## src/rtl/irq_pkg.sv

```systemverilog
package irq_pkg;
  localparam int LVL_W  = 2;
  localparam int SVC_W  = 3;
  localparam int SWI_W  = 6;
  localparam int VEC_W  = SWI_W + 1;
  localparam logic [SVC_W-1:0] SVC_NMI = 3'd5;

  typedef logic [SVC_W-1:0] svc_t;
  typedef logic [VEC_W-1:0] vec_t;

  typedef enum logic [1:0] {
    EDGE_OFF  = 2'b00,
    EDGE_RISE = 2'b01,
    EDGE_FALL = 2'b10,
    EDGE_BOTH = 2'b11
  } edge_mode_e;

  typedef enum logic [1:0] {
    K_NONE = 2'd0,
    K_NMI  = 2'd1,
    K_SWI  = 2'd2,
    K_SRC  = 2'd3
  } win_kind_e;
endpackage

```

## src/rtl/irq_ext_filter.sv

```systemverilog
module irq_ext_filter
  import irq_pkg::*;
(
  input  logic       clk,
  input  logic       rst_n,
  input  logic       pin,
  input  logic       tick,
  input  logic       smp_en,
  input  edge_mode_e mode,
  output logic       hit
);
  logic lv_q, lv_d;
  logic prev_q, prev_d;
  logic rise, fall;

  // next state: filtered level and last sampled value
  always_comb begin
    lv_d   = lv_q;
    prev_d = prev_q;
    if (smp_en) begin
      if (tick) begin
        prev_d = pin;
        if (pin == prev_q) lv_d = pin;
      end
    end else begin
      prev_d = pin;
      lv_d   = pin;
    end
    rise = ~lv_q & lv_d;
    fall = lv_q & ~lv_d;
    unique case (mode)
      EDGE_OFF:  hit = 1'b0;
      EDGE_RISE: hit = rise;
      EDGE_FALL: hit = fall;
      EDGE_BOTH: hit = rise | fall;
      default:   hit = 1'b0;
    endcase
  end

  always_ff @(posedge clk or negedge rst_n) begin
    if (!rst_n) begin
      lv_q   <= 1'b0;
      prev_q <= 1'b0;
    end else begin
      lv_q   <= lv_d;
      prev_q <= prev_d;
    end
  end
endmodule

```

## src/rtl/irq_arb.sv

```systemverilog
module irq_arb
  import irq_pkg::*;
#(
  parameter int NSRC  = 37,
  parameter int IDX_W = $clog2(NSRC)
) (
  input  logic [NSRC-1:0]       pend,
  input  logic [NSRC-1:0]       en,
  input  logic [NSRC*LVL_W-1:0] lvl,
  input  svc_t                  svc,
  input  logic                  nmi_p,
  input  logic                  swi_p,
  input  logic [SWI_W-1:0]      swi_n,
  output logic                  valid,
  output win_kind_e             kind,
  output logic [IDX_W-1:0]      idx,
  output vec_t                  vec,
  output svc_t                  lvl_out
);
  logic             best_f;
  logic [LVL_W-1:0] best_l;
  logic [IDX_W-1:0] best_i;
  logic [LVL_W-1:0] cur_l;
  svc_t             best_svc;
  logic             src_ok;

  // ascending scan with strict compare: lowest index wins ties
  always_comb begin
    best_f = 1'b0;
    best_l = '0;
    best_i = '0;
    for (int i = 0; i < NSRC; i++) begin
      cur_l = lvl[i*LVL_W +: LVL_W];
      if (pend[i] && en[i] && (!best_f || cur_l > best_l)) begin
        best_f = 1'b1;
        best_l = cur_l;
        best_i = IDX_W'(i);
      end
    end
    best_svc = svc_t'(best_l) + svc_t'(1);
    src_ok   = best_f && (best_svc > svc);
  end

  always_comb begin
    valid   = 1'b0;
    kind    = K_NONE;
    idx     = '0;
    vec     = '0;
    lvl_out = '0;
    if (nmi_p) begin
      valid   = 1'b1;
      kind    = K_NMI;
      lvl_out = SVC_NMI;
    end else if (swi_p) begin
      valid   = 1'b1;
      kind    = K_SWI;
      vec     = {1'b1, swi_n};
      lvl_out = svc;
    end else if (src_ok) begin
      valid   = 1'b1;
      kind    = K_SRC;
      idx     = best_i;
      vec     = vec_t'(best_i) + vec_t'(1);
      lvl_out = best_svc;
    end
  end
endmodule

```

## src/rtl/irq_lvl_stack.sv

```systemverilog
module irq_lvl_stack
  import irq_pkg::*;
#(
  parameter int DEPTH = 8,
  parameter int CNT_W = $clog2(DEPTH + 1)
) (
  input  logic             clk,
  input  logic             rst_n,
  input  logic             push,
  input  logic             pop,
  input  svc_t             push_val,
  output svc_t             cur,
  output logic [CNT_W-1:0] cnt
);
  svc_t             cur_q, cur_d;
  logic [CNT_W-1:0] cnt_q, cnt_d;
  svc_t             mem_q [DEPTH];
  svc_t             top;
  logic             do_push, do_pop;

  always_comb begin
    top = '0;
    for (int e = 0; e < DEPTH; e++)
      if (cnt_q == CNT_W'(e + 1)) top = mem_q[e];
    do_push = push && (cnt_q != CNT_W'(DEPTH));
    do_pop  = pop && !push && (cnt_q != '0);
    cur_d = cur_q;
    cnt_d = cnt_q;
    if (do_push) begin
      cur_d = push_val;
      cnt_d = cnt_q + CNT_W'(1);
    end else if (do_pop) begin
      cur_d = top;
      cnt_d = cnt_q - CNT_W'(1);
    end
  end

  always_ff @(posedge clk or negedge rst_n) begin
    if (!rst_n) begin
      cur_q <= '0;
      cnt_q <= '0;
    end else begin
      cur_q <= cur_d;
      cnt_q <= cnt_d;
    end
  end

  for (genvar e = 0; e < DEPTH; e++) begin : g_ent
    logic wr;
    assign wr = do_push && (cnt_q == CNT_W'(e));
    always_ff @(posedge clk or negedge rst_n) begin
      if (!rst_n)  mem_q[e] <= '0;
      else if (wr) mem_q[e] <= cur_q;
    end
  end

  assign cur = cur_q;
  assign cnt = cnt_q;
endmodule

```

## src/rtl/irq_ctrl.sv

```systemverilog
module irq_ctrl
  import irq_pkg::*;
#(
  parameter int N_INT     = 29,
  parameter int N_EXT     = 8,
  parameter int STK_DEPTH = 8
) (
  input  logic                           clk,
  input  logic                           rst_n,
  input  logic [N_INT-1:0]               int_req,
  input  logic [N_EXT-1:0]               ext_pin,
  input  logic                           smp_tick,
  input  logic                           nmi_req,
  input  logic                           swi_valid,
  input  logic [5:0]                     swi_num,
  input  logic [N_INT+N_EXT-1:0]         src_en,
  input  logic [2*(N_INT+N_EXT)-1:0]     src_lvl,
  input  logic [2*N_EXT-1:0]             ext_mode,
  input  logic [N_EXT-1:0]               ext_smp,
  input  logic                           ack,
  input  logic                           ret,
  output logic                           irq_valid,
  output logic [6:0]                     irq_vec,
  output logic [2:0]                     irq_lvl,
  output logic [2:0]                     svc_lvl
);
  localparam int NSRC  = N_INT + N_EXT;
  localparam int IDX_W = $clog2(NSRC);
  localparam int CNT_W = $clog2(STK_DEPTH + 1);

  logic [NSRC-1:0]  pend_q, pend_d, src_set, src_clr;
  logic             nmi_q, nmi_d;
  logic             swi_q, swi_d;
  logic [SWI_W-1:0] swin_q, swin_d;
  logic [N_EXT-1:0] ext_hit;
  logic             take;
  win_kind_e        kind;
  logic [IDX_W-1:0] win_idx;
  vec_t             win_vec;
  svc_t             win_lvl;
  svc_t             cur_svc;
  logic [CNT_W-1:0] stk_cnt;
  logic             win_valid;

  for (genvar k = 0; k < N_EXT; k++) begin : g_ext
    irq_ext_filter u_flt (
      .clk    (clk),
      .rst_n  (rst_n),
      .pin    (ext_pin[k]),
      .tick   (smp_tick),
      .smp_en (ext_smp[k]),
      .mode   (edge_mode_e'(ext_mode[2*k +: 2])),
      .hit    (ext_hit[k])
    );
  end

  irq_arb #(.NSRC(NSRC), .IDX_W(IDX_W)) u_arb (
    .pend    (pend_q),
    .en      (src_en),
    .lvl     (src_lvl),
    .svc     (cur_svc),
    .nmi_p   (nmi_q),
    .swi_p   (swi_q),
    .swi_n   (swin_q),
    .valid   (win_valid),
    .kind    (kind),
    .idx     (win_idx),
    .vec     (win_vec),
    .lvl_out (win_lvl)
  );

  assign take = ack && win_valid;

  irq_lvl_stack #(.DEPTH(STK_DEPTH), .CNT_W(CNT_W)) u_stk (
    .clk      (clk),
    .rst_n    (rst_n),
    .push     (take),
    .pop      (ret),
    .push_val (win_lvl),
    .cur      (cur_svc),
    .cnt      (stk_cnt)
  );

  // next state of request latches; a new set outranks a same-cycle clear
  always_comb begin
    src_set = {ext_hit, int_req};
    src_clr = '0;
    if (take && kind == K_SRC) src_clr[win_idx] = 1'b1;
    pend_d = (pend_q & ~src_clr) | src_set;
    nmi_d  = (nmi_q & ~(take && kind == K_NMI)) | nmi_req;
    swi_d  = swi_q;
    swin_d = swin_q;
    if (take && kind == K_SWI) swi_d = 1'b0;
    if (swi_valid) begin
      swi_d  = 1'b1;
      swin_d = swi_num;
    end
  end

  always_ff @(posedge clk or negedge rst_n) begin
    if (!rst_n) begin
      pend_q <= '0;
      nmi_q  <= 1'b0;
      swi_q  <= 1'b0;
      swin_q <= '0;
    end else begin
      pend_q <= pend_d;
      nmi_q  <= nmi_d;
      swi_q  <= swi_d;
      swin_q <= swin_d;
    end
  end

  assign irq_valid = win_valid;
  assign irq_vec   = win_vec;
  assign irq_lvl   = win_lvl;
  assign svc_lvl   = cur_svc;
endmodule

```

## config.mk

```make
export PLATFORM = sky130hd
export DESIGN_NAME = irq_ctrl
export DESIGN_NICKNAME = d
export VERILOG_FILES = /design/src/rtl/irq_pkg.sv /design/src/rtl/irq_ext_filter.sv /design/src/rtl/irq_arb.sv /design/src/rtl/irq_lvl_stack.sv /design/src/rtl/irq_ctrl.sv
export SDC_FILE = /design/constraint.sdc
export NUM_CORES = 1
export LEC_CHECK = 0
export CORE_AREA = 2 2 128 130
export DETAILED_ROUTE_END_ITERATION = 8
export DIE_AREA = 0 0 130 132
export PLACE_DENSITY = 0.89
export SYNTH_ARGS = -nofsm -noshare
export SYNTH_HDL_FRONTEND = slang
export SYNTH_SLANG_ARGS = --single-unit
export TNS_END_PERCENT = 30
```

## constraint.sdc

```tcl
create_clock -name clk -period 142.8 [get_ports clk]
set_input_delay 28.56 -clock clk [delete_from_list [all_inputs] [get_ports clk]]
set_output_delay 28.56 -clock clk [all_outputs]
set_load 0.01 [all_outputs]
```

==> reports/results.txt <==
CTS clock-pin slew for the worst setup and hold paths: 0.08 ns
FP Rows: 46
Post-layout min period: 107.50 ns
Met1 GRT Util: 42.81%
Busiest layer in global routing: met2
Pre-antenna DRT Iters: 6
Skew final: 0.01702 ns
Status: finished, final reports clean
Post-DP HPWL: 22430 microns
Share of cells above drive strength 1: 6.827%
Initial antenna violation count: 0
GRT Util Overall: 33.08%
Routed Antenna Nets: 0
Crit-path most repeated cell: ha_1
Post-Place Setup Slack: 36.31 ns
Reg power frac: 14.5%
CP max-delay cell: a221oi_1
Area leader, netlist: dfrtp_1
Commonest register cell after synthesis: dfrtp_1
Vias in the first global route: 9357
WL per Instance: 18.42 microns
IO buf count: 198
Maximum root-to-sink buffer count: 2
Initial Utilization: 55.38%
Gr ovfl total: 0
Vias: 9717
Register bit total from synthesis: 92
Final worst path period share: 75.28%
Worst reg2reg setup slack: 92.11 ns
Worst relative slew slack: 34.32%
GRT met3 Usage: 5.114%
Net Sw Power: 0.1285 mW
Ports: 199
Most common cell after layout, fill and taps aside: clkdlybuf4s50_1
Final nets: 1576
Commonest cells after routing, fill and taps aside: 197 x clkdlybuf4s50_1, 156 x nor2_1, 112 x nand2_1
Total number of H-tree levels: 3
Largest net degree at the start of global routing: 51
Peak supply drop: 0.00002257 V
Root Buffer: clkbuf_16
Pwr Density: 22.11 nW/um^2
Post-synthesis xor/xnor area fraction: 0.6039%
MaxCap Viol Count: 0
Core ar.: 15710 sq um
EDFF count, synth: 0
Post-CTS Repair Setup Buffers: 0
Skew-Pair Late Insertion Delay: 0.36 ns
Kind of end point of the critical path: output pin
Setup ws final: 35.30 ns
FFs w/ async S/R, synth: 100.0%
CP required: 114.24 ns
Logic gate share of total power: 75.7%
Synthesized Nets: 1387
Die width: 130 microns
Setup TNS: 0 ns
Finished Cell Area: 11170 sq um
Sequential cell area: 2302 sq um
Post-CTS Resized: 0
Drt first-iter violations: 1102
DRT Wirelength: 28550 microns
Arr. time, crit path: 78.94 ns
Multi-input gate area: 5986 sq um
Crit Path Class: in -> out
Leak pwr: 4.717 nW
Fill cell count: 1269
Register area share after synthesis: 26.46%
Die area: 17160 sq um
R2r startpoint: pend_q[0]
CTS tree: yes
Top cell type's share of synthesized area: 26.46%
First-pass GRT wire length: 45800 microns
GPL Wtd Cong: 0.9565
Hold Buf Count CTS: 0
Synth Area in Simple Gates: 26.90%
R2R depth: 238
Final hold violations: 0
Area fraction in compound gates after synthesis: 26.63%
Synth top area cells: dfrtp_1 26%, ha_1 9.1%, nor2_1 6.7%
Core Util, Final: 71.10%
Class of the worst hold path: reg -> reg
Mapped Cells: 1139
Clock share of power: 9.7%
Synth Warn #: 0
Area grow syn2layout: 28.38%
Final Setup Violations: 0
Die Span Y: 132 microns
Crit path launch: src_en[0]
Clk sinks: 92
Post-synthesis adder-cell area fraction: 9.058%
Slew Limit Fails: 0
Total placed instance area: 10880 sq um
Syn_area_per_cell: 7.640 sq um
RSZ-0062 raised after global routing: false
Reg2Reg Capture Point: pend_q[36]
Drt via density: 6.269
Worst-Margin Slew: 0.9777 ns
Crit start category: primary input
Sw frac: 52.04%
Finished Layout Cells: 1550
Syn Std Cell Area: 8702 sq um
Met2 usage: 55.79%
CP Max Fanout: 10
Worst path max stage delay: 0.75 ns
Largest family of logic cells by synthesized area: simple AND/OR/NAND/NOR gates
Critical Path End: irq_vec[5]
Max Clock Freq: 9.302 MHz
Int Pwr: 0.1184 mW
CTS buffer count: 9
Post-route DRC violation count: 0
Post-synthesis mux area share: 5.593%
Cell variety after synth: 88
Cells after DPL: 1533
[cells in the mapped netlist (8+ instances only)]
cell type	number
inv_1	83
dfrtp_1	92
and3_1	18
a211oi_1	14
a22oi_1	20
a21oi_1	84
a32oi_1	10
a31oi_1	40
o21ai_0	48
nor2b_1	9
nand3_1	59
o2111ai_1	9
nor3_1	37
mux2_2	37
a21o_1	17
o211ai_1	13
or3_1	9
and2_1	13
or2_2	8
nand2b_1	17
nand4_1	14
nor4_1	8
nor2_1	156
clkbuf_1	16
ha_1	63
nand2_1	112
[through the flow]
step | total power, mW | hold slack (ns)
2_1_floorplan | 0.1724 | 0.4501
3_3_place_gp | 0.2137 | 0.4680
3_5_place_dp | 0.2193 | 0.4784
4_1_cts | 0.2444 | 0.4951
5_1_grt | 0.2702 | 0.5251
6_report | 0.2470 | 0.4976
[power groups by stage]
stage	Sequential [mW]	Clock, mW	Combinational (mW)
after global placement	0.0359	0	0.178
after floorplan	0.0343	0	0.138
after CTS	0.0357	0.0242	0.184
after detailed placement	0.0360	0	0.183
final	0.0359	0.0240	0.187
after global routing	0.0364	0.0254	0.208
[registers in the layout, indices dropped and copies added, names as in the netlist]
signal / cells
g_ext.u_flt.prev_q: 8
swi_q: 1
g_ext.u_flt.lv_q: 8
nmi_q: 1
u_stk.cnt: 4
pend_q: 37
swin_q: 6
u_stk.mem_q: 24
u_stk.cur: 3
[cell type report]
cell class / instances / share of cell area [%]
clock inverter: 6 / 0.4928
tap: 216 / 2.419
timing repair buffer: 201 / 17.92
antenna: 1 / 0.02240
clock buffer: 10 / 2.139
inverter: 84 / 2.822
multi-input combinational: 940 / 53.58
sequential: 92 / 20.61
[kinds of logic (layout without fill, tap and decap cells)]
group | count (synthesis) | after routing
AO/OA/AOI/OAI | 342 | 342
XOR/XNOR | 6 | 6
adder cells (fa/ha/maj) | 63 | 63
buffers and inverters | 107 | 301
flip-flops | 92 | 92
multiplexers | 44 | 44
other | 0 | 1
AND/OR/NAND/NOR | 485 | 485
[how the worst min path moves through the flow]
stage / slack [ns] / end / depth (start not counted) / startpoint
4_1_cts: 0.50 / u_stk.mem_q[16] / 2 / u_stk.mem_q[16]
3_3_place_gp: 0.47 / u_stk.mem_q[19] / 2 / u_stk.mem_q[19]
6_report: 0.50 / u_stk.mem_q[13] / 2 / u_stk.mem_q[13]
2_1_floorplan: 0.45 / u_stk.mem_q[14] / 2 / u_stk.mem_q[14]
3_5_place_dp: 0.48 / u_stk.mem_q[16] / 2 / u_stk.mem_q[16]
5_1_grt: 0.53 / u_stk.mem_q[14] / 2 / u_stk.mem_q[14]
[routing by layer]
layer / wire (microns) / vias to the layer above
met2: 13580 / 455
met5: 0 / -
li1: - / 4610
met1: 12000 / 4590
met4: 887 / 0
met3: 2077 / 62
[critical path, delay by kind of cell]
kind | cells | cell delay (ns)
compound gates | 105 | 21.08
mux | 7 | 2.42
fa+ha+maj | 38 | 10.34
buf+inv | 8 | 1.83
simple gates | 80 | 14.65
Power figures use the tool's default switching activity.
